<file path="src/rtl/spi_cfg_pkg.sv">
// Package: shared constants and helpers for the SPI configuration slave.
// Assumes the fixed 32-bit word framing and control field positions below.
package spi_cfg_pkg;

    localparam int WORD_W      = 32;
    localparam int POS_W       = $clog2(WORD_W);
    localparam int CTL_ADDR_W  = 21;
    localparam int CTL_CNT_W   = 6;
    localparam int CTL_WR_BIT  = 31;
    localparam int CTL_CNT_HI  = 30;
    localparam int CTL_CNT_LO  = 25;
    localparam int CTL_ADDR_HI = 24;
    localparam int CTL_ADDR_LO = 4;

    // Decoded word count (field holds count minus one)
    function automatic logic [CTL_CNT_W:0] words_from_field(input logic [CTL_CNT_W-1:0] fld);
        return {1'b0, fld} + {{CTL_CNT_W{1'b0}}, 1'b1};
    endfunction

endpackage

</file>
<file path="src/rtl/spi_cfg_sync.sv">
// Module: spi_cfg_sync
// Brings the three serial inputs into the system clock domain through a
// chain of STAGES flops. All three share one chain depth, so they stay
// aligned with each other. Assumes STAGES >= 1.
module spi_cfg_sync #(
    parameter int STAGES = 2
) (
    input  logic clk,
    input  logic rst_n,
    input  logic sck_i,
    input  logic ss_n_i,
    input  logic mosi_i,
    output logic sck_o,
    output logic ss_n_o,
    output logic mosi_o
);
    localparam logic [2:0] IDLE_V = 3'b010;   // sck low, ss_n high, mosi low

    logic [2:0] chain [STAGES];

    // Purpose: shift the input vector through the synchronizer chain
    always_ff @(posedge clk) begin
        if (!rst_n) begin
            for (int i = 0; i < STAGES; i++) chain[i] <= IDLE_V;
        end else begin
            chain[0] <= {sck_i, ss_n_i, mosi_i};
            for (int i = 1; i < STAGES; i++) chain[i] <= chain[i-1];
        end
    end

    assign sck_o  = chain[STAGES-1][2];
    assign ss_n_o = chain[STAGES-1][1];
    assign mosi_o = chain[STAGES-1][0];
endmodule

</file>
<file path="src/rtl/spi_cfg_shifter.sv">
// Module: spi_cfg_shifter
// Detects serial clock edges in the system domain. On falling edges it
// shifts in bits, counts them and reports each completed word. On rising
// edges it shifts out the reply, loading a fresh word at the start of every
// data word. Assumes synchronized inputs and a serial clock slow enough that
// each edge is seen on its own.
module spi_cfg_shifter
    import spi_cfg_pkg::*;
#(
    parameter int CNT_W = 13
) (
    input  logic                   clk,
    input  logic                   rst_n,
    input  logic                   sck_s,
    input  logic                   ss_n_s,
    input  logic                   mosi_s,
    input  logic [WORD_W-1:0]      load_word,
    output logic                   word_done,
    output logic [WORD_W-1:0]      word_data,
    output logic [CNT_W-POS_W-1:0] word_idx,
    output logic                   tx_start,
    output logic                   xfer_end,
    output logic [CNT_W-1:0]       end_bits,
    output logic                   miso
);
    localparam int IDX_W = CNT_W - POS_W;

    logic              sck_q, ss_n_q;
    logic [CNT_W-1:0]  bit_cnt;
    logic [WORD_W-1:0] rx_sh, tx_sh;
    logic              fall, rise, sat;

    assign fall     = sck_q & ~sck_s & ~ss_n_s;
    assign rise     = ~sck_q & sck_s & ~ss_n_s;
    assign sat      = &bit_cnt;
    assign tx_start = rise && (bit_cnt[POS_W-1:0] == '0)
                      && (bit_cnt[CNT_W-1:POS_W] != '0) && !sat;
    assign xfer_end = ss_n_s & ~ss_n_q;
    assign end_bits = bit_cnt;
    assign miso     = tx_sh[WORD_W-1];

    // Purpose: keep previous samples for edge detection
    always_ff @(posedge clk) begin
        if (!rst_n) begin
            sck_q  <= 1'b0;
            ss_n_q <= 1'b1;
        end else begin
            sck_q  <= sck_s;
            ss_n_q <= ss_n_s;
        end
    end

    // Purpose: receive shift, bit counting, word completion and transmit shift
    always_ff @(posedge clk) begin
        if (!rst_n) begin
            bit_cnt   <= '0;
            rx_sh     <= '0;
            tx_sh     <= '0;
            word_done <= 1'b0;
            word_data <= '0;
            word_idx  <= '0;
        end else begin
            word_done <= 1'b0;
            if (ss_n_s) begin
                bit_cnt <= '0;
                tx_sh   <= '0;
            end else begin
                if (fall && !sat) begin
                    rx_sh   <= {rx_sh[WORD_W-2:0], mosi_s};
                    bit_cnt <= bit_cnt + 1'b1;
                    if (&bit_cnt[POS_W-1:0]) begin
                        word_done <= 1'b1;
                        word_data <= {rx_sh[WORD_W-2:0], mosi_s};
                        word_idx  <= bit_cnt[CNT_W-1:POS_W];
                    end
                end
                if (rise) tx_sh <= tx_start ? load_word : {tx_sh[WORD_W-2:0], 1'b0};
            end
        end
    end

    // Output is quiet through the whole control word
    assert_ctl_quiet_R5: assert property (@(posedge clk) disable iff (!rst_n)
        (bit_cnt < CNT_W'(WORD_W)) |-> !miso);

    // A completed word always leaves the count on a word boundary
    assert_word_align_R8: assert property (@(posedge clk) disable iff (!rst_n)
        word_done |-> (bit_cnt[POS_W-1:0] == '0) && (bit_cnt[CNT_W-1:POS_W] == word_idx + IDX_W'(1)));
endmodule

</file>
<file path="src/rtl/spi_cfg_ctrl.sv">
// Module: spi_cfg_ctrl
// Decodes the control word and runs the register bus: one write per
// in-range data word, and read prefetch one word ahead. It also checks the
// transfer length when the slave is deselected. Assumes the bus acknowledges
// each request within one serial word time and that the previous transfer's
// request has finished before the next control word completes.
module spi_cfg_ctrl
    import spi_cfg_pkg::*;
#(
    parameter int CNT_W    = 13,
    parameter int MIN_BITS = 64,
    parameter int MAX_BITS = 2080
) (
    input  logic                   clk,
    input  logic                   rst_n,
    input  logic                   word_done,
    input  logic [WORD_W-1:0]      word_data,
    input  logic [CNT_W-POS_W-1:0] word_idx,
    input  logic                   tx_start,
    input  logic                   xfer_end,
    input  logic [CNT_W-1:0]       end_bits,
    output logic [WORD_W-1:0]      load_word,
    output logic                   bus_req,
    output logic                   bus_we,
    output logic [CTL_ADDR_W-1:0]  bus_addr,
    output logic [WORD_W-1:0]      bus_wdata,
    input  logic                   bus_ack,
    input  logic [WORD_W-1:0]      bus_rdata,
    output logic                   xfer_err
);
    localparam int IDX_W = CNT_W - POS_W;

    logic                  active, is_wr, rbuf_vld, rd_dead;
    logic [CTL_CNT_W:0]    n_words, fetched;
    logic [CTL_ADDR_W-1:0] nxt_addr;
    logic [WORD_W-1:0]     rbuf;
    logic                  ctl_hit, wr_hit, len_ok;
    logic                  ctl_wr;
    logic [CTL_ADDR_W-1:0] ctl_addr;

    assign ctl_wr   = word_data[CTL_WR_BIT];
    assign ctl_addr = word_data[CTL_ADDR_HI:CTL_ADDR_LO];
    assign ctl_hit  = word_done && (word_idx == '0);
    assign wr_hit   = word_done && active && is_wr && (word_idx != '0)
                      && (word_idx <= IDX_W'(n_words));
    assign len_ok   = (end_bits >= CNT_W'(MIN_BITS)) && (end_bits <= CNT_W'(MAX_BITS))
                      && (end_bits[POS_W-1:0] == '0);
    assign load_word = (active && !is_wr && rbuf_vld && !rd_dead) ? rbuf : '0;

    // Purpose: transfer decode, bus handshake, read prefetch and length status
    always_ff @(posedge clk) begin
        if (!rst_n) begin
            active    <= 1'b0;
            is_wr     <= 1'b0;
            rbuf_vld  <= 1'b0;
            rd_dead   <= 1'b0;
            n_words   <= '0;
            fetched   <= '0;
            nxt_addr  <= '0;
            rbuf      <= '0;
            bus_req   <= 1'b0;
            bus_we    <= 1'b0;
            bus_addr  <= '0;
            bus_wdata <= '0;
            xfer_err  <= 1'b0;
        end else begin
            if (bus_ack) begin
                bus_req <= 1'b0;
                if (!bus_we && active && !rd_dead && !tx_start) begin
                    rbuf     <= bus_rdata;
                    rbuf_vld <= 1'b1;
                end
            end
            if (ctl_hit) begin
                active   <= 1'b1;
                is_wr    <= ctl_wr;
                n_words  <= words_from_field(word_data[CTL_CNT_HI:CTL_CNT_LO]);
                rd_dead  <= 1'b0;
                rbuf_vld <= 1'b0;
                if (!ctl_wr) begin
                    bus_req  <= 1'b1;
                    bus_we   <= 1'b0;
                    bus_addr <= ctl_addr;
                    nxt_addr <= ctl_addr + 1'b1;
                    fetched  <= (CTL_CNT_W+1)'(1);
                end else begin
                    nxt_addr <= ctl_addr;
                    fetched  <= '0;
                end
            end
            if (wr_hit) begin
                bus_req   <= 1'b1;
                bus_we    <= 1'b1;
                bus_addr  <= nxt_addr;
                bus_wdata <= word_data;
                nxt_addr  <= nxt_addr + 1'b1;
            end
            if (tx_start && active && !is_wr) begin
                if (rbuf_vld && !rd_dead) begin
                    rbuf_vld <= 1'b0;
                    if (fetched < n_words) begin
                        bus_req  <= 1'b1;
                        bus_we   <= 1'b0;
                        bus_addr <= nxt_addr;
                        nxt_addr <= nxt_addr + 1'b1;
                        fetched  <= fetched + 1'b1;
                    end
                end else begin
                    rd_dead <= 1'b1;
                end
            end
            if (xfer_end) begin
                active   <= 1'b0;
                rbuf_vld <= 1'b0;
                xfer_err <= !len_ok;
            end
        end
    end

    assert_req_hold_R7: assert property (@(posedge clk) disable iff (!rst_n)
        (bus_req && !bus_ack) |=> bus_req && $stable(bus_addr) && $stable(bus_we) && $stable(bus_wdata));

    assert_write_issue_R2: assert property (@(posedge clk) disable iff (!rst_n)
        wr_hit |=> bus_req && bus_we && (bus_wdata == $past(word_data)));

    assert_read_launch_R4: assert property (@(posedge clk) disable iff (!rst_n)
        (ctl_hit && !word_data[CTL_WR_BIT]) |=> bus_req && !bus_we
            && (bus_addr == $past(word_data[CTL_ADDR_HI:CTL_ADDR_LO])));

    assert_err_hold_R8: assert property (@(posedge clk) disable iff (!rst_n)
        !xfer_end |=> $stable(xfer_err));

    assert_req_origin_R11: assert property (@(posedge clk) disable iff (!rst_n)
        $rose(bus_req) |-> $past(word_done || tx_start));
endmodule

</file>
<file path="src/rtl/spi_cfg_slave.sv">
// Module: spi_cfg_slave (top)
// SPI mode-1 configuration slave: synchronizer, bit shifter and bus
// controller. Assumes clk is at least about eight times the serial clock.
module spi_cfg_slave
    import spi_cfg_pkg::*;
#(
    parameter int SYNC_STAGES = 2,
    parameter int MIN_BITS    = 64,
    parameter int MAX_BITS    = 2080
) (
    input  logic        clk,
    input  logic        rst_n,
    input  logic        spi_sck,
    input  logic        spi_ss_n,
    input  logic        spi_mosi,
    output logic        spi_miso,
    output logic        bus_req,
    output logic        bus_we,
    output logic [20:0] bus_addr,
    output logic [31:0] bus_wdata,
    input  logic        bus_ack,
    input  logic [31:0] bus_rdata,
    output logic        xfer_err
);
    localparam int CNT_W = $clog2(MAX_BITS + 1) + 1;
    localparam int IDX_W = CNT_W - POS_W;

    logic              sck_s, ss_n_s, mosi_s;
    logic              word_done, tx_start, xfer_end;
    logic [WORD_W-1:0] word_data, load_word;
    logic [IDX_W-1:0]  word_idx;
    logic [CNT_W-1:0]  end_bits;

    spi_cfg_sync #(.STAGES(SYNC_STAGES)) u_sync (
        .clk(clk), .rst_n(rst_n),
        .sck_i(spi_sck), .ss_n_i(spi_ss_n), .mosi_i(spi_mosi),
        .sck_o(sck_s), .ss_n_o(ss_n_s), .mosi_o(mosi_s)
    );

    spi_cfg_shifter #(.CNT_W(CNT_W)) u_shift (
        .clk(clk), .rst_n(rst_n),
        .sck_s(sck_s), .ss_n_s(ss_n_s), .mosi_s(mosi_s),
        .load_word(load_word),
        .word_done(word_done), .word_data(word_data), .word_idx(word_idx),
        .tx_start(tx_start), .xfer_end(xfer_end), .end_bits(end_bits),
        .miso(spi_miso)
    );

    spi_cfg_ctrl #(.CNT_W(CNT_W), .MIN_BITS(MIN_BITS), .MAX_BITS(MAX_BITS)) u_ctrl (
        .clk(clk), .rst_n(rst_n),
        .word_done(word_done), .word_data(word_data), .word_idx(word_idx),
        .tx_start(tx_start), .xfer_end(xfer_end), .end_bits(end_bits),
        .load_word(load_word),
        .bus_req(bus_req), .bus_we(bus_we), .bus_addr(bus_addr), .bus_wdata(bus_wdata),
        .bus_ack(bus_ack), .bus_rdata(bus_rdata),
        .xfer_err(xfer_err)
    );
endmodule

</file>
<file path="config.mk">
export PLATFORM = sky130hd
export DESIGN_NAME = spi_cfg_slave
export DESIGN_NICKNAME = d
export VERILOG_FILES = /design/src/rtl/spi_cfg_pkg.sv /design/src/rtl/spi_cfg_sync.sv /design/src/rtl/spi_cfg_shifter.sv /design/src/rtl/spi_cfg_ctrl.sv /design/src/rtl/spi_cfg_slave.sv
export SDC_FILE = /design/constraint.sdc
export NUM_CORES = 1
export LEC_CHECK = 0
export BUFFER_PORTS_ARGS = -buffer_cell sky130_fd_sc_hd__buf_2
export CORE_MARGIN = 2
export CORE_UTILIZATION = 35
export CTS_BUF_LIST = sky130_fd_sc_hd__clkbuf_4
export CTS_CLUSTER_SIZE = 40
export DETAILED_ROUTE_END_ITERATION = 8
export SETUP_SLACK_MARGIN = 0.5
export SYNTH_ARGS = -nofsm -noshare
export SYNTH_HDL_FRONTEND = slang
export SYNTH_SLANG_ARGS = --single-unit
</file>
<file path="constraint.sdc">
create_clock -name clk -period 3.79 [get_ports clk]
set_clock_uncertainty 0.15 [all_clocks]
set_input_delay 0.758 -clock clk [delete_from_list [all_inputs] [get_ports clk]]
set_output_delay 0.758 -clock clk [all_outputs]
set_load 0.02 [all_outputs]
</file>
After elaboration in Yosys (flattened, before gate mapping)
Memory sizes are Yosys's and may differ from the RTL's.
Index checks and enable logic that the tools add are counted.
{"block": "classes", "mux": 45, "shifts": 0, "add_sub_neg": 5, "n_reduce_logical": 38, "n_div": 0, "order_cmp": 4, "n_bitwise": 13, "multipliers": 0, "eq_ne": 0}
{"op": "2-to-1 mux 21 bit", "count": 12}
{"op": "2-to-1 mux 32 bit", "count": 2}
{"op": "adder 21 x 1 -> 21 bit, second input constant", "count": 2}
{"op": "2-to-1 mux 7 bit", "count": 4}
{"op": "2-to-1 mux 1 bit", "count": 25}
{"op": "logical AND 1 bit", "count": 20}
{"op": "nonzero test 8 bit", "count": 2}
{"op": "adder 13 x 1 -> 13 bit, second input constant", "count": 1}
{"op": "greater-or-equal comparator 13 x 7 -> 1 bit, second input constant", "count": 1}
{"op": "<= comparator 13 x 12 -> 1 bit, second input constant", "count": 1}
{"op": "AND reduction 13 bit", "count": 1}
{"op": "<= comparator 8 x 7 -> 1 bit", "count": 1}
{"op": "zero test 8 bit", "count": 1}
{"op": "adder 6 x 1 -> 7 bit, second input constant", "count": 1}
{"op": "adder 7 x 1 -> 7 bit, second input constant", "count": 1}
{"op": "< comparator 7 bit", "count": 1}
{"op": "AND reduction 7 bit", "count": 1}
{"op": "zero test 1 bit", "count": 6}
{"op": "2-to-1 mux 3 bit", "count": 2}
{"op": "inverter 1 bit", "count": 6}
{"op": "AND 1 bit", "count": 5}
{"op": "zero test 5 bit", "count": 1}
{"op": "AND reduction 5 bit", "count": 1}
{"op": "AND reduction 2 bit", "count": 2}
{"op": "other kinds (3)", "count": 5}
{"block": "totals", "mem_count": 1, "ramBits": 6, "romBits": 0, "reg_bits": 246, "word_cells": 127, "latch_bits": 0}
{"memory": "u_sync.chain", "depth": 2, "width": 3, "read_ports": 2, "rd_clocked_by_memory_dff": 0, "write_ports": 2, "line": "spi_cfg_sync.sv:19", "text": "logic [2:0] chain [STAGES];"}

Logic depth before layout (Yosys ltp)
Gate-level depths: netlist (run 1).
{"block": "logic_depth", "word_depth": 13, "mapped_depth": 10, "depth_no_buf": 8}

Cells and area by module
Synthesis (run 1) repeated with hierarchy kept, for this count alone.
{"block": "unflattened", "hier_cells": 1319, "hier_area_um2": 11095.6}
{"module": "spi_cfg_ctrl", "seq_area_each_um2": 2542.4, "instances": 1, "area_each_um2": 6283.5, "cells_per_inst": 791}
{"module": "spi_cfg_shifter", "seq_area_each_um2": 2382.3, "instances": 1, "area_each_um2": 4654.5, "cells_per_inst": 516}
{"module": "spi_cfg_sync", "seq_area_each_um2": 120.1, "instances": 1, "area_each_um2": 157.7, "cells_per_inst": 12}

Least setup slack after synthesis (run 1)
Ideal clock, no wire load.
{"block": "synth_path", "path_kind": "register -> register", "start": "register u_shift.bit_cnt[0] (netlist: u_shift.end_bits[0])", "end": "register u_ctrl.nxt_addr[15]", "setup_ns": 0.132, "n_path_buf": 2, "arrival_ns": 2.366, "stages_incl_launch_ff": 11, "setup_slack_ns": 1.142, "path_cell_list": "dfxtp_1 inv_1 ha_1 or4b_4 a2111oi_4 o2111a_1 buf_2 nor2_1 clkbuf_1 a32oi_1 a31oi_1"}
{"block": "synth_via", "elab_chain_cells": 7, "word_cells_on_any_way": 9, "classes_between": "mux (1); reduce/logical (8)"}
{"item": "start, declared", "line": "spi_cfg_shifter.sv:29", "text": "logic [CNT_W-1:0] bit_cnt;"}
{"item": "start signal, assigned", "line": "spi_cfg_shifter.sv:70", "text": "bit_cnt <= bit_cnt + 1'b1;"}
{"item": "zero test 5 bit", "line": "spi_cfg_shifter.sv:36", "text": "assign tx_start = rise && (bit_cnt[POS_W-1:0] == '0)"}
{"item": "logical AND 1 bit", "line": "spi_cfg_shifter.sv:36"}
{"item": "logical AND 1 bit", "line": "spi_cfg_shifter.sv:37", "text": "&& (bit_cnt[CNT_W-1:POS_W] != '0) && !sat;"}
{"item": "logical AND 1 bit (*)", "line": "spi_cfg_shifter.sv:37"}
{"item": "logical AND 1 bit (*) (2 in series)", "line": "spi_cfg_ctrl.sv:98", "text": "if (tx_start && active && !is_wr) begin"}
{"item": "2-to-1 mux 21 bit (*)", "line": "spi_cfg_ctrl.sv:98"}
{"item": "end signal, assigned", "line": "spi_cfg_ctrl.sv:87", "text": "nxt_addr <= ctl_addr;"}
{"item": "end signal, assigned", "line": "spi_cfg_ctrl.sv:96", "text": "nxt_addr <= nxt_addr + 1'b1;"}
{"item": "end signal, assigned", "line": "spi_cfg_ctrl.sv:105", "text": "nxt_addr <= nxt_addr + 1'b1;"}
{"item": "end, declared", "line": "spi_cfg_ctrl.sv:35", "text": "logic [CTL_ADDR_W-1:0] nxt_addr;"}
Mark *: on every way between the ends. The rest lies on a longest branch, timed or not.
A chain may end at the register's enable or synchronous reset.

Final worst setup path (run 1)
{"block": "layout_path", "start": "register u_shift.bit_cnt[5] (netlist: u_shift.end_bits[5])", "end": "register u_ctrl.bus_addr[9]"}
{"block": "layout_via", "elab_chain_cells": 6, "word_cells_on_any_way": 8, "classes_between": "mux (1); reduce/logical (7)"}
{"item": "AND reduction 13 bit / nonzero test 8 bit (equally long branches)", "line": "spi_cfg_shifter.sv:35, spi_cfg_shifter.sv:37"}
{"item": "zero test 1 bit / logical AND 1 bit (equally long branches)", "line": "spi_cfg_shifter.sv:37"}
{"item": "logical AND 1 bit (*)", "line": "spi_cfg_shifter.sv:37"}
{"item": "logical AND 1 bit (*) (2 in series)", "line": "spi_cfg_ctrl.sv:98"}
{"item": "2-to-1 mux 21 bit (*)", "line": "spi_cfg_ctrl.sv:98"}
{"item": "end signal, assigned", "line": "spi_cfg_ctrl.sv:83", "text": "bus_addr <= ctl_addr;"}
{"item": "end signal, assigned", "line": "spi_cfg_ctrl.sv:94", "text": "bus_addr <= nxt_addr;"}
{"item": "end signal, assigned", "line": "spi_cfg_ctrl.sv:104", "text": "bus_addr <= nxt_addr;"}
{"item": "end, declared", "line": "spi_cfg_ctrl.sv:25", "text": "output logic [CTL_ADDR_W-1:0] bus_addr,"}
Marked as above.

==> metrics.yaml, run 1 <==
drive_gt1_share_pct: 17.1
cp.required_ps: 4210
cts.reportedPaths.clkPinSlew_ps: 70
core_area_um2: 29900
synth_edf_count: 0
clkLatencyLatePin_ps: 680
fin_ws_ps: 734
ys_ff_latch: 252
layout.nets: 1426
cts_sinks: 252
grt_pass1_vias: 8984
reg2reg_to: "u_ctrl.bus_addr[9]"
synth_ff_type: "dfxtp_1"
timing.setup.tns_ps: 0
fill_cells: 3037
dp_hpwl_um: 17900
ir_drop_mv: 0.208
comb_power_share_pct: 1.5
syn_avg_cell_area_um2: 8.42
cts_buffers: 72
fin_crit_sh_pct: 80.6
drt_pass1_iterations: 5
grt_pass1_wl_um: 46100
die_area_um2: 31900
syn-num-nets: 1327
whs_path_depth: 2
grt_antenna_before_repair: 1
drcViolationCount: 0
synth_seq_area_share_pct: 47.2
cts-root-buf: "clkbuf_4"
power.internal_w: 0.00400
fin_crit_ps: 3060
power_frac_seq_pct: 50.8
drt-initial-drc-count: 563
rr_startpoint: "u_shift.end_bits[5]"
p_leak_nw: 4.59
start_kind: "flip-flop"
initial_core_util_pct: 35.8
rsz0062_at_grt: "false"
cts.htree.levels: 3
p_total_w: 0.00522
cp_data_arrival_time_ps: 3470
dp_slack_ps: 628
grt-ovfl-total: 0
syn_area_um2: 10700
detail-route-antenna-nets: 0
final-seq-area_um2: 5040
via_per_inst: 5.18
multi_input_area_um2: 5230
hold_class: "primary input to flip-flop"
switchingPower_w: 0.00123
switching_share_pct: 23.5
rows: 63
power_density_nw_per_um2: 421
maxCapViolCount: 0
yosys_warnings: 0
tritoncts: "built"
finalSetupViolCount: 0
fin_util_pct: 41.6
wire_per_inst_um: 15.7
critical_path.max_fanout: 32
path_class: "flip-flop to flip-flop"
via_count: 9373
r2r_cells: 7
io_buffers: 94
async_reset_ff_share_pct: 0
synth_cells: 1269
critPathCaptureType: "flip-flop"
area_growth_pct: 16.3
io-pin-count: 95
slew_headroom_pct: 31.1
rrSetupSlack_ps: 730
outcome: "finished, final reports clean"
worst_slew_pin_slew_ps: 1030
track_usage_pct: 17.8
die_w_um: 179
hp-start: "spi_ss_n"
clk_path_buf_depth: 3
dieHeight_um: 179
holdPathEnd: "u_sync.chain[0][1]"
hold_buffers: 0
slew_viol_final: 0
synth.distinct_cells: 53
grt_max_degree: 79
gp_congestion: 0.806
clkPwrFrac_pct: 47.7
max_freq_mhz: 327
finalHoldViolations: 0
wl_um: 28400
==> Yosys cell counts (11+ instances only) <==
| cell type | count | area share [%] |
|---|---|---|
| a211oi_1 | 30 | 2.1 |
| a21oi_1 | 125 | 5.9 |
| a221oi_1 | 31 | 2.5 |
| a32oi_1 | 16 | 1.3 |
| and2_1 | 12 | 0.70 |
| clkbuf_1 | 81 | 2.8 |
| dfxtp_1 | 252 | 47 |
| ha_1 | 20 | 2.3 |
| inv_1 | 19 | 0.67 |
| mux2i_1 | 63 | 5.9 |
| nand2_1 | 238 | 8.4 |
| nand2b_1 | 11 | 0.64 |
| nand3_1 | 31 | 1.5 |
| nand4_1 | 14 | 0.82 |
| nor2_1 | 134 | 4.7 |
| nor3_1 | 38 | 1.8 |
| nor4_1 | 14 | 0.82 |
| o21ai_0 | 13 | 0.61 |
| xnor2_1 | 26 | 2.1 |
==> worst max path at each step <==
stage / start / to / slack, ps / cells past startpoint
after floorplan: u_shift.end_bits[0] / u_ctrl.nxt_addr[15] / 1140 / 10
after global placement: u_shift.end_bits[0] / u_ctrl.nxt_addr[19] / 680 / 8
after detailed placement: u_shift.end_bits[0] / u_ctrl.nxt_addr[19] / 630 / 8
after CTS: u_shift.end_bits[0] / u_ctrl.nxt_addr[19] / 600 / 8
after global routing: u_shift.end_bits[5] / u_ctrl.bus_addr[8] / 540 / 7
final: u_shift.end_bits[5] / u_ctrl.bus_addr[9] / 730 / 7
==> routing by layer <==
layer | share of wire (%) | global-route usage [%]
met1 | 49 | 24.9
met2 | 44 | 27.3
met3 | 5.8 | 3.71
met4 | 1.7 | 6.10
met5 | 0 | 0
==> final cells by class <==
class | instances | share of cell area, %
Clock inverter | 21 | 1.07
Multi-Input combinational cell | 903 | 42.1
Timing Repair Buffer | 120 | 5.46
Antenna cell | 1 | 0.0201
Clock buffer | 102 | 6.17
Tap cell | 390 | 3.93
Sequential cell | 252 | 40.6
Inverter | 19 | 0.615
==> worst max-delay path: stages (launching register included) <==
cell       delay [ps]
dfxtp_1           400
nor4_1            610
a2111oi_4         190
o2111a_2          270
a21oi_4           670
buf_4             350
nor2_1             60
a211oi_1          250
==> sequential cells by signal (all words and copies together) (netlist names), 6 cells and up <==
register and cells:
u_ctrl.bus_wdata 32, u_ctrl.rbuf 32, u_shift.tx_sh 32, u_shift.word_data 32, u_shift.rx_sh 31, u_ctrl.bus_addr 21
u_ctrl.nxt_addr 21, u_shift.end_bits 13, u_shift.word_idx 8, u_ctrl.fetched 7, u_ctrl.n_words 7, u_sync.chain 6
==> power groups by stage <==
stage	Sequential [W]	Clock [W]	Combinational, W
3_5_place_dp	0.00271	0	0.0000793
3_3_place_gp	0.00271	0	0.0000802
6_report	0.00265	0.00249	0.0000794
4_1_cts	0.00265	0.00258	0.0000798
5_1_grt	0.00265	0.00273	0.0000873
2_1_floorplan	0.00271	0	0.0000435
==> logic make-up (layout without fill, tap and decap cells) <==
family | count (synthesis) | count (layout) | synth area share [%]
adder cells (fa/ha/maj) | 20 | 20 | 2.34
XOR/XNOR | 35 | 35 | 2.87
buffers and inverters | 114 | 262 | 4.12
AO/OA/AOI/OAI | 252 | 252 | 15.4
AND/OR/NAND/NOR | 533 | 533 | 22.2
multiplexers | 63 | 63 | 5.90
other | 0 | 1 | 0
flip-flops | 252 | 252 | 47.2
==> timing repair <==
action / 4_1_cts / 5_1_grt
endpoints found under the setup margin: 0 / 12
gates resized for setup: 0 / 1
setup buffers: 0 / 0
hold endpoints to repair: 0 / 0
==> placed cells by master, fill, tap and decap left out, types with 18 or more instances in the layout <==
cell type and count:
ha_1 20, nand3_1 31, nor3_1 38, a221oi_1 31, dfxtp_1 252, nor2_1 132, mux2i_1 63, clkbuf_4 102
inv_1 18, buf_2 94, a211oi_1 30, nand2_1 238, xnor2_1 26, buf_4 25, a21oi_1 123
==> per-stage QoR <==
| stage | hold slack [ps] | std cells | area [um^2] |
|---|---|---|---|
| after global routing | 107 | 1808 | 12400 |
| final | 134 | 1808 | 12400 |
| after CTS | 80.6 | 1807 | 12400 |
| after global placement | 265 | 1684 | 11500 |
| after floorplan | 236 | 1269 | 10700 |
| after detailed placement | 254 | 1684 | 11500 |
No activity file was read; power rests on OpenSTA's default activity.
==> run 2: changes to the inputs <==
--- a/config.mk
+++ b/config.mk
@@ -5,6 +5,7 @@
 export SDC_FILE = /design/constraint.sdc
 export NUM_CORES = 1
 export LEC_CHECK = 0
+export ABC_AREA = 1
 export BUFFER_PORTS_ARGS = -buffer_cell sky130_fd_sc_hd__buf_2
 export CORE_MARGIN = 2
 export CORE_UTILIZATION = 35
==> constraint.sdc (replaced) <==
create_clock -name clk -period 2.7 [get_ports clk]
set_clock_uncertainty 0.15 [all_clocks]
set_input_delay 0.54 -clock clk [delete_from_list [all_inputs] [get_ports clk]]
set_output_delay 0.54 -clock clk [all_outputs]
set_load 0.02 [all_outputs]
==> metrics.yaml, run 2 <==
outcome: "finished, final reports clean"  # unchanged
post_dp_cell_area_um2: 12100  # was 11500 um^2
ys_ff_latch: 252  # unchanged
layout_common_cells: "278 x nand2_1, 247 x dfxtp_1, 210 x nor2_1"  # was 252 x dfxtp_1, 238 x nand2_1, 132 x nor2_1
hold_ws_ps: 45.9  # was 134 ps
final-seq-area_um2: 5050  # was 5040 um^2
die_w_um: 184  # was 179 um
io_buffers: 94  # unchanged
cts_sinks: 252  # unchanged
fin_cells: 2193  # was 1808
drcViolationCount: 0  # unchanged
grt-ovfl-total: 0  # unchanged
rrSetupSlack_ps: 530  # was 730 ps
wl_um: 31700  # was 28400 um
grt_pass1_wl_um: 49000  # was 46100 um
rr_startpoint: "u_ctrl.n_words[1]"  # was u_shift.end_bits[5]
timing.setup.tns_ps: 0  # unchanged
critPathCaptureType: "flip-flop"  # unchanged
p_leak_nw: 5.82  # was 4.59 nW
finalSetupViolCount: 0  # unchanged
hold_class: "primary input to flip-flop"  # unchanged
synth_ff_type: "dfxtp_1"  # unchanged
cp_data_arrival_time_ps: 2570  # was 3470 ps
async_reset_ff_share_pct: 0  # unchanged
layout_commonest_cell: "nand2_1"  # was dfxtp_1
drt-initial-drc-count: 841  # was 563
maxCapViolCount: 0  # unchanged
detail-route-antenna-nets: 0  # unchanged
clk_path_buf_depth: 3  # unchanged
cts.reportedPaths.clkPinSlew_ps: 60  # was 70 ps
finalHoldViolations: 0  # unchanged
via_per_inst: 4.98  # was 5.18
drive_gt1_share_pct: 18.4  # was 17.1%
grt_antenna_before_repair: 1  # unchanged
via_count: 10900  # was 9373
cts-root-buf: "clkbuf_4"  # unchanged
layout.nets: 1799  # was 1426
synth.most_common_cell: "nand2_1"  # was dfxtp_1
yosysTopAreaCellShare_pct: 44.4  # was 47.2%
dp_hpwl_um: 19700  # was 17900 um
switching_share_pct: 22.3  # was 23.5%
comb_power_share_pct: 2.2  # was 1.5%
syn-num-nets: 1642  # was 1327
fill_cells: 3280  # was 3037
stdcell_area_um2: 13900  # was 12400 um^2
path_class: "flip-flop to flip-flop"  # unchanged
grt_max_degree: 157  # was 79
wire_per_inst_um: 14.4  # was 15.7 um
power_frac_seq_pct: 49.4  # was 50.8%
gp_congestion: 0.864  # was 0.806
clkPwrFrac_pct: 48.4  # was 47.7%
slew_headroom_pct: 58.0  # was 31.1%
synthTopCellsByArea: "dfxtp_1 44%, nand2_1 9.4%, o21ai_0 8.7%, a21oi_1 7.8%, nor2_1 7.5%"  # was dfxtp_1 47%, nand2_1 8.4%, mux2i_1 5.9%, a21oi_1 5.9%, nor2_1 4.7%
power.internal_w: 0.00587  # was 0.00400 W
cts.htree.levels: 3  # unchanged
area_growth_pct: 22.9  # was 16.3%
synth_edf_count: 0  # unchanged
clkLatencyLatePin_ps: 700  # was 680 ps
critical_path.max_fanout: 7  # was 32
start_kind: "flip-flop"  # unchanged
holdPathEnd: "u_ctrl.rbuf[2]"  # was u_sync.chain[0][1]
placed_cells: 2008  # was 1684
io-pin-count: 95  # unchanged
slew_viol_final: 0  # unchanged
worst_slew_pin_slew_ps: 631  # was 1030 ps
yosys_warnings: 0  # unchanged
track_usage_pct: 17.7  # was 17.8%
ir_drop_mv: 0.256  # was 0.208 mV
tritoncts: "built"  # unchanged
synth_seq_area_share_pct: 44.4  # was 47.2%
dieHeight_um: 184  # was 179 um
fin_util_pct: 44.0  # was 41.6%
multi_input_area_um2: 5550  # was 5230 um^2
r2r_cells: 15  # was 7
rows: 65  # was 63
core_area_um2: 31700  # was 29900 um^2
synth_cells: 1584  # was 1269
cp.required_ps: 3110  # was 4210 ps
synth.distinct_cells: 37  # was 53
whs_path_depth: 3  # was 2
fin_crit_sh_pct: 80.2  # was 80.6%
yosysTopAreaCell: "dfxtp_1"  # unchanged
grt_pass1_vias: 9745  # was 8984
fin_crit_ps: 2170  # was 3060 ps
cts_buffers: 72  # unchanged
syn_area_um2: 11300  # was 10700 um^2
max_freq_mhz: 462  # was 327 MHz
reg2reg_to: "u_ctrl.nxt_addr[9]"  # was u_ctrl.bus_addr[9]
die_area_um2: 33900  # was 31900 um^2
switchingPower_w: 0.00168  # was 0.00123 W
hp-start: "bus_rdata[2]"  # was spi_ss_n
initial_core_util_pct: 35.8  # about the same
synth_common_cells: "284 x nand2_1, 252 x dfxtp_1, 228 x nor2_1"  # was 252 x dfxtp_1, 238 x nand2_1, 134 x nor2_1
syn_avg_cell_area_um2: 7.17  # was 8.42 um^2
power_density_nw_per_um2: 542  # was 421 nW/um^2
drt_pass1_iterations: 5  # unchanged
rsz0062_at_grt: "true"  # was false
[run 2: layer usage]
metal / up-vias / global-route usage [%] / share of wire [%]
met5: - / 0 / 0
met4: 0 / 5.79 / 1.9
met3: 42 / 3.94 / 5.5
met2: 281 / 26.8 / 44
met1: 5039 / 25.0 / 48
li1: 5554 / - / -
[run 2: worst max-delay path by stage]
stage	from	to	cells past startpoint
after floorplan	u_ctrl.n_words[6]	u_ctrl.bus_wdata[7]	13
after global placement	u_ctrl.n_words[5]	u_ctrl.nxt_addr[13]	12
after detailed placement	u_ctrl.n_words[5]	u_ctrl.bus_wdata[8]	11
after CTS	u_ctrl.n_words[1]	u_ctrl.nxt_addr[11]	16
after global routing	u_ctrl.n_words[5]	u_ctrl.bus_addr[13]	12
final	u_ctrl.n_words[1]	u_ctrl.nxt_addr[9]	15
[run 2: cell type report]
cell class / instances / share of cell area (%)
clock buffer: 106 / 5.71
timing repair inverter: 2 / 0.117
tap: 402 / 3.61
sequential: 252 / 36.2
inverter: 128 / 3.71
timing repair buffer: 172 / 9.77
antenna: 1 / 0.0179
clock inverter: 17 / 1.05
multi-input combinational: 1113 / 39.8
[run 2: cell families after synthesis]
group	share of synthesized area, %
and+or+nand+nor	23.9
xor gates and xnor gates	2.86
AOI/OAI and AO/OA	18.2
buffers and inverters	8.40
DFF	44.4
adders and majority gates	2.20
[run 2: worst max-delay path, stage by stage, from the launching register on]
cell and delay [ps]:
dfxtp_2 340, inv_4 40, ha_4 260, inv_2 30
o21bai_1 120, nand2_1 60, nand2_1 50, nand2_1 50
nand2_1 100, nand2_2 90, nand2_4 160, nand2_8 120
buf_6 150, clkbuf_16 160, nor2_4 90, nor2_1 40
[run 2: through the flow]
| stage | power [W] | setup slack, ps |
|---|---|---|
| 6_report | 0.00756 | 534 |
| 5_1_grt | 0.00792 | 423 |
| 4_1_cts | 0.00768 | 502 |
| 3_5_place_dp | 0.00395 | 260 |
| 3_3_place_gp | 0.00395 | 326 |
| 2_1_floorplan | 0.00389 | 802 |
[run 2: power groups by stage]
stage	combinational (W)	sequential [W]	clock, W
2_1_floorplan	0.0000781	0.00381	0
3_3_place_gp	0.000132	0.00381	0
3_5_place_dp	0.000132	0.00381	0
4_1_cts	0.000167	0.00373	0.00378
5_1_grt	0.000186	0.00373	0.00400
6_report	0.000168	0.00373	0.00366
[run 2: repair_timing]
item / in CTS / in global routing
endpoints found under the hold margin: 31 / 0
pin swaps: 1 / 19
gates resized for setup: 13 / 73
setup endpoints to repair: 146 / 190
cloned: 0 / 11
hold buffers: 31 / 0
setup buffers: 1 / 18
==> run 3: changes to the inputs <==
==> constraint.sdc (replaced) <==
create_clock -name clk -period 1.79 [get_ports clk]
set_clock_uncertainty 0.15 [all_clocks]
set_input_delay 0.358 -clock clk [delete_from_list [all_inputs] [get_ports clk]]
set_output_delay 0.358 -clock clk [all_outputs]
set_load 0.02 [all_outputs]
==> metrics.yaml, run 3 (synthesized netlist as in run 2, its figures left out) <==
outcome: "finished, violations left"  # was finished, final reports clean
violations: "negative setup slack"
slew_headroom_pct: 56.2  # was 58.0%
die_w_um: 184  # unchanged
wl_um: 41900  # was 31700 um
r2r_cells: 11  # was 15
comb_power_share_pct: 3.3  # was 2.2%
power_frac_seq_pct: 49.1  # was 49.4%
grt-ovfl-total: 0  # unchanged
stdcell_area_um2: 18200  # was 13900 um^2
cp.required_ps: 2210  # was 3110 ps
area_growth_pct: 60.1  # was 22.9%
switchingPower_w: 0.00280  # was 0.00168 W
detail-route-antenna-nets: 0  # unchanged
gp_congestion: 0.868  # was 0.864
core_area_um2: 31700  # unchanged
clkLatencyLatePin_ps: 710  # was 700 ps
p_leak_nw: 7.74  # was 5.82 nW
grt_pass1_wl_um: 56100  # was 49000 um
via_per_inst: 5.25  # was 4.98
hold_class: "primary input to flip-flop"  # unchanged
maxCapViolCount: 0  # unchanged
ir_drop_mv: 0.375  # was 0.256 mV
dp_hpwl_um: 21700  # was 19700 um
hp-start: "rst_n"  # was bus_rdata[2]
die_area_um2: 33900  # unchanged
grt_antenna_before_repair: 2  # was 1
clkPwrFrac_pct: 47.6  # was 48.4%
cts.htree.levels: 3  # unchanged
critical_path.max_fanout: 6  # was 7
wire_per_inst_um: 17.5  # was 14.4 um
start_kind: "flip-flop"  # unchanged
rrSetupSlack_ps: -330  # was 530 ps
fin_crit_ps: 2120  # was 2170 ps
drcViolationCount: 0  # unchanged
rsz0062_at_grt: "true"  # unchanged
cts.reportedPaths.clkPinSlew_ps: 70  # was 60 ps
cts_buffers: 73  # was 72
drive_gt1_share_pct: 41.9  # was 18.4%
layout_common_cells: "237 x dfxtp_1, 213 x nand2_1, 174 x nor2_1"  # was 278 x nand2_1, 247 x dfxtp_1, 210 x nor2_1
cp_data_arrival_time_ps: 2550  # was 2570 ps
switching_share_pct: 24.4  # was 22.3%
rows: 65  # unchanged
worst_slew_pin_slew_ps: 656  # was 631 ps
rr_startpoint: "u_shift.end_bits[11]"  # was u_ctrl.n_words[1]
finalHoldViolations: 0  # unchanged
drt-initial-drc-count: 941  # was 841
path_class: "flip-flop to flip-flop"  # unchanged
initial_core_util_pct: 35.8  # unchanged
p_total_w: 0.0115  # was 0.00756 W
max_freq_mhz: 471  # was 462 MHz
grt_max_degree: 78  # was 157
clk_path_buf_depth: 3  # unchanged
dieHeight_um: 184  # unchanged
grt_pass1_vias: 11200  # was 9745
reg2reg_to: "u_shift.rx_sh[19]"  # was u_ctrl.nxt_addr[9]
layout_commonest_cell: "dfxtp_1"  # was nand2_1
fin_ws_ps: -335  # was 534 ps
fin_crit_sh_pct: 119  # was 80.2%
holdPathEnd: "u_ctrl.rbuf[12]"  # was u_ctrl.rbuf[2]
track_usage_pct: 20.5  # was 17.7%
layout.nets: 1997  # was 1799
via_count: 12600  # was 10900
finalSetupViolCount: 230  # was 0
drt_pass1_iterations: 6  # was 5
whs_path_depth: 4  # was 3
cts_sinks: 252  # unchanged
power_density_nw_per_um2: 631  # was 542 nW/um^2
io_buffers: 94  # unchanged
critPathCaptureType: "flip-flop"  # unchanged
post_dp_cell_area_um2: 13400  # was 12100 um^2
io-pin-count: 95  # unchanged
power.internal_w: 0.00867  # was 0.00587 W
cts-root-buf: "clkbuf_4"  # unchanged
slew_viol_final: 0  # unchanged
tritoncts: "built"  # unchanged
[run 3: changes by cell type in the layout (fill, tap and decap cells not counted), moves of 24 or more]
cell     before  now
a21oi_1     176   94
a21oi_2       2   81
buf_12        7   37
buf_4        28  129
buf_6         5   29
nand2_1     278  213
nand2_2       9   35
nand2_4       3   39
nand3_1      88   43
nand3_4       0   29
nor2_1      210  174
o21ai_0     196   88
o21ai_1       4   53
o21ai_2       1   57
[run 3: final cells by class]
cell class                      count  area [um^2]
Inverter                          128          546
Clock inverter                     19          104
Timing Repair inverter             10          151
Sequential cell                   252         5070
Timing Repair Buffer              360         3720
Multi-Input combinational cell   1114         7260
Clock buffer                      107          803
Antenna cell                        1         2.50
Tap cell                          402          503
Fill cell                        2634        13600
[run 3: power by group through the flow]
stage,clock (W),combinational [W],sequential (W)
3_5_place_dp,0,0.000240,0.00575
5_1_grt,0.00589,0.000408,0.00562
2_1_floorplan,0,0.000129,0.00575
4_1_cts,0.00551,0.000324,0.00562
6_report,0.00545,0.000383,0.00563
3_3_place_gp,0,0.000239,0.00575
[run 3: timing repair]
item                       CTS  global route
hold buffers                39             0
hold endpoints to repair    36             0
gates resized for setup    171           386
pin swaps                   35            75
cloned                      20            24
buffers inserted            18            31
setup endpoints to repair  301           302
[run 3: through the flow]
step / hold slack (ps) / setup slack (ps) / setup TNS [ps] / cells / util, %
after floorplan: 240 / 20.2 / 0 / 1584 / -
after global placement: 257 / -290 / -16680 / 2134 / 42.2
after detailed placement: 256 / -321 / -22130 / 2134 / 42.2
after CTS: 3.45 / -211 / -18710 / 2337 / 50.2
after global routing: 47.0 / -439 / -63610 / 2393 / 57.3
final: 46.6 / -335 / -43500 / 2393 / 57.3
[run 3: worst max path at each step]
stage               slack (ps)                  from                  end  depth (start not counted)
floorplan                   20     u_ctrl.n_words[6]  u_ctrl.bus_wdata[7]                         13
global placement          -290     u_ctrl.n_words[6]   u_ctrl.nxt_addr[4]                         13
detailed placement        -320     u_ctrl.n_words[6]   u_ctrl.nxt_addr[8]                         13
CTS                       -210     u_ctrl.n_words[5]  u_ctrl.nxt_addr[13]                         12
global route              -440     u_ctrl.n_words[1]   u_ctrl.nxt_addr[9]                         14
finish                    -330  u_shift.end_bits[11]    u_shift.rx_sh[19]                         11
[run 3: worst max-delay path, cell delays in order (launching register included)]
cell and delay (ps):
dfxtp_2 340, buf_6 110, clkinvlp_4 110, nor4_4 340
nand3_2 160, nand2_4 130, inv_8 60, buf_12 150
buf_12 120, buf_16 140, o21ai_4 130, a21oi_2 40
[run 3: per-layer routing]
layer	global-route usage (%)	share of wire [%]	vias up	wire [um]
li1	-	-	5988	-
met1	27.2	43	6052	17900
met2	32.8	48	446	20300
met3	4.04	6.3	86	2660
met4	8.35	2.5	0	1060
met5	0	0	-	0
